$ cat src/rtl/wm_cls_pkg.sv
package wm_cls_pkg;
  typedef struct packed {
    logic in_ram;
    logic in_flash;
    logic secure;
  } wm_verdict_t;
endpackage

$ cat src/rtl/wm_region_match.sv
module wm_region_match #(
  parameter int                ADDR_W     = 32,
  parameter logic [ADDR_W-1:0] BASE       = '0,
  parameter logic [ADDR_W:0]   SIZE       = 1,
  parameter int                GRAN_SHIFT = 10,
  parameter int                WM_W       = 8
) (
  input  logic [ADDR_W-1:0] addr,
  input  logic [WM_W-1:0]   wm,
  output logic              in_region,
  output logic              secure
);
  // Two spare bits keep (wm+1) << shift and base+size free of overflow.
  localparam int EW = ADDR_W + 2;

  logic [EW-1:0] addr_x, offset, limit;

  always_comb begin
    addr_x    = EW'(addr);
    offset    = addr_x - EW'(BASE);
    limit     = (EW'(wm) + EW'(1)) << GRAN_SHIFT;
    in_region = (addr_x >= EW'(BASE)) && (offset < EW'(SIZE));
    secure    = in_region && (offset < limit);
  end
endmodule

$ cat src/rtl/wm_out_stage.sv
module wm_out_stage
  import wm_cls_pkg::*;
(
  input  logic        clk,
  input  logic        rst_n,
  input  logic        in_valid,
  output logic        in_ready,
  input  wm_verdict_t in_verdict,
  output logic        out_valid,
  input  logic        out_ready,
  output wm_verdict_t out_verdict
);
  assign in_ready = !out_valid || out_ready;

  always_ff @(posedge clk or negedge rst_n) begin
    if (!rst_n) begin
      out_valid   <= 1'b0;
      out_verdict <= '0;
    end else if (in_valid && in_ready) begin
      out_valid   <= 1'b1;
      out_verdict <= in_verdict;
    end else if (out_ready) begin
      out_valid   <= 1'b0;
    end
  end
endmodule

$ cat src/rtl/wm_secure_classifier.sv
module wm_secure_classifier
  import wm_cls_pkg::*;
#(
  parameter int                ADDR_W           = 32,
  parameter logic [ADDR_W-1:0] RAM_BASE         = 32'h2000_0000,
  parameter logic [ADDR_W:0]   RAM_BYTES        = 33'h0_0004_0000,
  parameter logic [ADDR_W-1:0] FLASH_BASE       = 32'h0800_0000,
  parameter logic [ADDR_W:0]   FLASH_BYTES      = 33'h0_0010_0000,
  parameter int                RAM_WM_W         = 8,
  parameter int                FLASH_WM_W       = 7,
  parameter int                RAM_GRAN_SHIFT   = 10,
  parameter int                FLASH_GRAN_SHIFT = 13
) (
  input  logic                  clk,
  input  logic                  rst_n,
  input  logic                  in_valid,
  output logic                  in_ready,
  input  logic [ADDR_W-1:0]     in_addr,
  input  logic [RAM_WM_W-1:0]   ram_wm,
  input  logic [FLASH_WM_W-1:0] flash_wm,
  output logic                  out_valid,
  input  logic                  out_ready,
  output logic                  out_in_ram,
  output logic                  out_in_flash,
  output logic                  out_secure
);
  logic        ram_hit, ram_sec, flash_hit, flash_sec;
  wm_verdict_t verdict_d, verdict_q;

  wm_region_match #(
    .ADDR_W(ADDR_W), .BASE(RAM_BASE), .SIZE(RAM_BYTES),
    .GRAN_SHIFT(RAM_GRAN_SHIFT), .WM_W(RAM_WM_W)
  ) u_ram_match (
    .addr(in_addr), .wm(ram_wm), .in_region(ram_hit), .secure(ram_sec)
  );

  wm_region_match #(
    .ADDR_W(ADDR_W), .BASE(FLASH_BASE), .SIZE(FLASH_BYTES),
    .GRAN_SHIFT(FLASH_GRAN_SHIFT), .WM_W(FLASH_WM_W)
  ) u_flash_match (
    .addr(in_addr), .wm(flash_wm), .in_region(flash_hit), .secure(flash_sec)
  );

  always_comb begin
    verdict_d.in_ram   = ram_hit;
    verdict_d.in_flash = flash_hit;
    verdict_d.secure   = ram_sec || flash_sec;
  end

  wm_out_stage u_stage (
    .clk(clk), .rst_n(rst_n),
    .in_valid(in_valid), .in_ready(in_ready), .in_verdict(verdict_d),
    .out_valid(out_valid), .out_ready(out_ready), .out_verdict(verdict_q)
  );

  assign out_in_ram   = verdict_q.in_ram;
  assign out_in_flash = verdict_q.in_flash;
  assign out_secure   = verdict_q.secure;
endmodule

$ cat config.mk
export PLATFORM = sky130hd
export DESIGN_NAME = wm_secure_classifier
export DESIGN_NICKNAME = d
export VERILOG_FILES = /design/src/rtl/wm_cls_pkg.sv /design/src/rtl/wm_region_match.sv /design/src/rtl/wm_out_stage.sv /design/src/rtl/wm_secure_classifier.sv
export SDC_FILE = /design/constraint.sdc
export NUM_CORES = 1
export LEC_CHECK = 0
export ABC_AREA = 1
export BUFFER_PORTS_ARGS = -buffer_cell sky130_fd_sc_hd__buf_4
export CAP_MARGIN = 20
export CORE_MARGIN = 2
export CORE_UTILIZATION = 49
export DETAILED_ROUTE_END_ITERATION = 10
export GPL_ROUTABILITY_DRIVEN = 0
export GPL_TIMING_DRIVEN = 0
export HOLD_SLACK_MARGIN = 0.15
export PLACE_DENSITY_LB_ADDON = 0.05
export SYNTH_ARGS = -nofsm -noshare
export SYNTH_HDL_FRONTEND = slang
export SYNTH_SLANG_ARGS = --single-unit
export TNS_END_PERCENT = 5
$ cat constraint.sdc
create_clock -name clk -period 1.76 [get_ports clk]
set_input_delay 0.176 -clock clk [delete_from_list [all_inputs] [get_ports clk]]
set_output_delay 0.176 -clock clk [all_outputs]
set_load 0.02 [all_outputs]
* After elaboration in Yosys (flattened, before gate mapping) *
Index checks and enable logic that the tools add are counted.

storage, ports and cells
  memories kept = 0
  bits in writable memories = 0
  flip-flop bits (word level) = 4
  memory bits (read-only) = 0
  input bits = 51
  word-level logic and storage cells = 25
  latch bits = 0

cells by class
  equality and inequality tests = 0
  reductions and logical operators = 9
  multipliers = 0
  shift operators = 0
  add/subtract/negate cells = 4
  multiplexer cells = 2
  divide/modulo/power cells = 0
  magnitude comparators = 6
  bitwise operators = 0

operators with widths
  operator                                                              count
  less-than comparator 34 bit                                           2
  less-than comparator 34 x 19 -> 1 bit (second input constant)         1
  less-than comparator 34 x 21 -> 1 bit (second input constant)         1
  subtractor 32 x 28 -> 33 bit (second input constant)                  1
  subtractor 32 x 30 -> 33 bit (second input constant)                  1
  greater-or-equal comparator 32 x 28 -> 1 bit (second input constant)  1
  greater-or-equal comparator 32 x 30 -> 1 bit (second input constant)  1
  adder 8 x 1 -> 9 bit (second input constant)                          1
  adder 7 x 1 -> 8 bit (second input constant)                          1
  logical AND 1 bit                                                     5
  logical OR 1 bit                                                      2
  2-to-1 mux 1 bit                                                      2
  nonzero test 2 bit                                                    1
  logical NOT 1 bit                                                     1

* Longest topological paths before layout *
  depth in word-level cells = 5
  gate-level depth with buffers = 13

* Modules after synthesis *
A second synthesis with hierarchy kept.

unflattened totals
  cell total of the unflattened synthesis = 179
  area, all modules = 1,099.8 um^2

modules (own cells, without submodules)
  module                           cells each  instances  area an instance (um^2)
  wm_region_match (u_ram_match)    84          1          500.5
  wm_region_match (u_flash_match)  75          1          420.4
  wm_out_stage                     17          1          167.7
  wm_secure_classifier             3           1          11.3

* Least setup slack after synthesis *
OpenSTA, ideal clock, no wires.

  path kind = input port to flip-flop
  start point = input port ram_wm[0]
  end point = register u_stage.out_verdict[0] (netlist name)
  slack = 90 ps
  arrival = 1,552 ps
  cell stages on the path = 11
  required time = 1,643 ps
  cell sequence = ha_1 nand3_1 nand3b_1 xor2_1 ha_1 nand2_1 o21a_1 a21oi_1 nor2_1 nor2_1 nor2_1

on the way
  longest elaborated chain between the ends = 4

ends and longest elaborated chain
  item                         RTL line                    RTL
  start: declaration           wm_secure_classifier.sv:19  input logic [RAM_WM_W-1:0] ram_wm,
  adder 8 x 1 -> 9 bit         wm_region_match.sv:21       limit = (EW'(wm) + EW'(1)) << GRAN_SHIFT;
  less-than comparator 34 bit  wm_region_match.sv:23       secure = in_region && (offset < limit);
  logical AND 1 bit            wm_region_match.sv:23
  logical OR 1 bit             wm_secure_classifier.sv:47  verdict_d.secure = ram_sec || flash_sec;
  end signal: assignment       wm_out_stage.sv:21          out_verdict <= in_verdict;
  end: declaration             wm_out_stage.sv:11          output wm_verdict_t out_verdict

No other way between the ends.
A chain may end at the register's enable or synchronous reset.

* Worst setup path in the final report *
Same ends and word-level chain as after synthesis.

==> impl_metrics.toml <==
[global_routing]
grt_use_total = 0.2366
grt_pass1_vias = 1210
grt_pass1_wl_um = 4788
antenna_found_initial = 0
overflow = 0
grt_max_degree = 7

[routing]
postRouteAntennaNets = 0
num_vias = 1256
drc = 0
firstDrtPassIters = 4
avgViaCountPerCell = 5.024
routed_wl_um = 2710
drt-initial-drc-count = 14
avgRoutedWirePerCell_um = 10.84

[synthesis]
synth-seq-cells = 4
yosys_warnings = 0
avgSynthCellArea_um2 = 6.448
synthFlopType = "dfrtp_1"
syn_area_mm2 = 0.001051
ys_seq_area_frac = 0.09524
syn_inst = 163
synth_top_area_frac = 0.2738
synth_nets = 237
synth_async_sr_flop_share = 1.000
synth_area_leader_cell = "ha_1"
synth_edf_count = 0
synth_area_leaders = "ha_1 (27%), nand2_1 (10%), nor2_1 (9.6%), dfrtp_1 (9.5%), nand3_1 (9.0%)"
ys_types = 23

[timing]
whs_ns = 0.2124
hold_viol = 0
setup_viol = 0
finalCritPeriodShare = 0.9272
fmax_ghz = 0.6128
rsz0062_at_grt = "false"
setup_tns_ns = 0
skew_ns = 0.004232
min_period_ns = 1.632
tightest_slew_ns = 0.4073
report.final.slew_viol_count = 0
slew_headroom = 0.7285
setup_ws_ns = 0.1281

[worst_hold_path]
worstHoldPathCells = 4
min_to = "u_stage.out_valid"
min_from = "out_ready"
hold_class = "primary input to flop"

[critical_path]
rr_startpoint = "u_stage.out_valid"
ff2ff_path_depth = 4
ff2ff_setup_slack_ns = 0.62
path_cells = "buf_4, ha_2, nand3_2, nand3b_1, xor2_1, ha_1, nand2_1, o21a_1, a21oi_1, nor2_1, nor2_1, nor2_1"
cp_slowest_cell = "ha_1"
crit_buf_inv = 1
slowest_delay_ns = 0.27
r2r-end = "u_stage.out_verdict[0]"
worst_setup_path_end_kind = "flop"
path_class = "primary input to flop"
critical_path.top_delay_family = "simple AND/OR/NAND/NOR gates"
critPathMostFrequentCell = "nor2_1"
start_kind = "primary input"
critical_path_required_ns = 1.88
arrival_ns = 1.76
crit_fanout = 3

[finish]
regArea_um2 = 100.1
syn2layout_area_growth_pct = 47.26
nets = 299
multiInputGateArea_um2 = 883.3
final_core_util = 0.7731
diodes = 0
drive_above_1_share = 0.2915
fillCellCount = 182

[flow_run]
drv_cap = 0

[clock_network]
clockBufferDepth = 2
cts_setup_buffers = 0
cts_tree = "yes"
clock_sinks = 4
cts-root-buf = "clkbuf_4"
cts_made_buffers = 3
path_clk_slew_ns = 0.04
cts_max_level = 1
clk_latency_ns = 0.23

[floorplanning]
placementRows = 16
start_util = 0.5250
ioPinCount = 56
coreArea_mm2 = 0.002002
dieArea_mm2 = 0.002532
die_h_um = 50.32
die_w_um = 50.32

[power]
p_per_area_mw_per_mm2 = 325.3
ir_worst_vdd_mv = 0.3283
p_leak_nw = 0.7899
power.total_w = 0.0005034

[placement]
pre_cts_slack_ns = -0.1598
io_buffer_count = 55
post-dp-hpwl_um = 2377

[run_status]
status = "finished clean"
==> logic make-up after synthesis <==
logic type                 after synthesis  synth area share
adders and majority gates               23            0.2738
xor gates and xnor gates                11           0.09167
and+or+nand+nor                         90            0.3917
AOI/OAI and AO/OA                       15           0.07619
DFF                                      4           0.09524
buffers and inverters                   20           0.07142
==> metal layers <==
layer | routed length [um] | vias to the layer above | global-route usage
li1 | - | 658 | -
met1 | 1184 | 551 | 0.2873
met2 | 1353 | 47 | 0.4386
met3 | 173 | 0 | 0.04167
met4 | 0 | 0 | 0.03604
met5 | 0 | - | 0
==> state kept, by name, indices dropped and copies added, names as in the netlist <==
name                 flops
u_stage.out_valid        1
u_stage.out_verdict      3
==> per-stage QoR <==
step / instances / cell area [um2]
2_1_floorplan: 163 / 1051
3_3_place_gp: 245 / 1498
3_5_place_dp: 245 / 1498
5_1_grt: 250 / 1548
6_report: 250 / 1548
4_1_cts: 250 / 1540
==> how the worst max path moves through the flow <==
stage,from,to,slack [ns],cells after the start
6_report,ram_wm[0],u_stage.out_verdict[0],0.13,12
4_1_cts,ram_wm[0],u_stage.out_verdict[0],0.09,12
2_1_floorplan,ram_wm[0],u_stage.out_verdict[0],0.09,11
3_3_place_gp,ram_wm[0],u_stage.out_verdict[0],-0.12,12
3_5_place_dp,ram_wm[0],u_stage.out_verdict[0],-0.16,12
5_1_grt,flash_wm[0],u_stage.out_verdict[0],0.003,14
==> where the power goes <==
part / total [W] / leakage [nW] / internal (W) / switching [W]
Combinational: 0.000292 / 0.725 / 0.000153 / 0.000139
Clock: 0.000112 / 0.0138 / 0.0000761 / 0.0000354
Sequential: 0.0000996 / 0.0509 / 0.0000969 / 0.00000273
Total: 0.000503 / 0.790 / 0.000326 / 0.000177
==> cells in the mapped netlist (2+ instances only) <==
cell type / n
dfrtp_1: 4
nand3b_1: 6
o21ai_0: 3
nor2_2: 2
xor2_1: 9
o21ai_1: 2
inv_1: 18
xnor2_1: 2
nand2_1: 29
nand3_1: 19
a21oi_1: 8
ha_1: 23
nand4_1: 2
nor2_1: 27
==> cell type report <==
cell class	instances	area share
clock buffer	3	0.01455
inverter	20	0.04850
timing repair buffer	57	0.2797
tap	27	0.02183
sequential	4	0.06467
multi-input combinational	139	0.5707
==> repair_timing <==
| action | in CTS | in global routing |
|---|---|---|
| endpoints found under the hold margin | 5 | 0 |
| gates resized for setup | 0 | 2 |
| endpoints found under the setup margin | 0 | 1 |
| hold buffers | 2 | 0 |
==> worst register-to-register path: cells and delay by family (launching register included) <==
family,cells,cell delay [ns]
AOI/OAI and AO/OA,2,0.49
and+or+nand+nor,2,0.15
DFF,1,0.39
==> cell usage in the layout, fill, tap and decap left out <==
master	instances
a21boi_0	1
a21oi_1	8
buf_4	55
clkbuf_4	3
clkinv_1	1
dfrtp_1	4
dlygate4sd3_1	2
ha_1	22
ha_2	1
inv_1	18
inv_2	1
nand2_1	29
nand2_2	1
nand3_1	18
nand3_2	1
nand3b_1	6
nand4_1	2
nor2_1	27
nor2_2	2
nor3_1	1
nor3b_2	1
o21a_1	1
o21ai_0	3
o21ai_1	2
or2_0	1
or2_1	1
xnor2_1	2
xor2_1	9
Note: power is estimated with default switching activity, not from simulation.
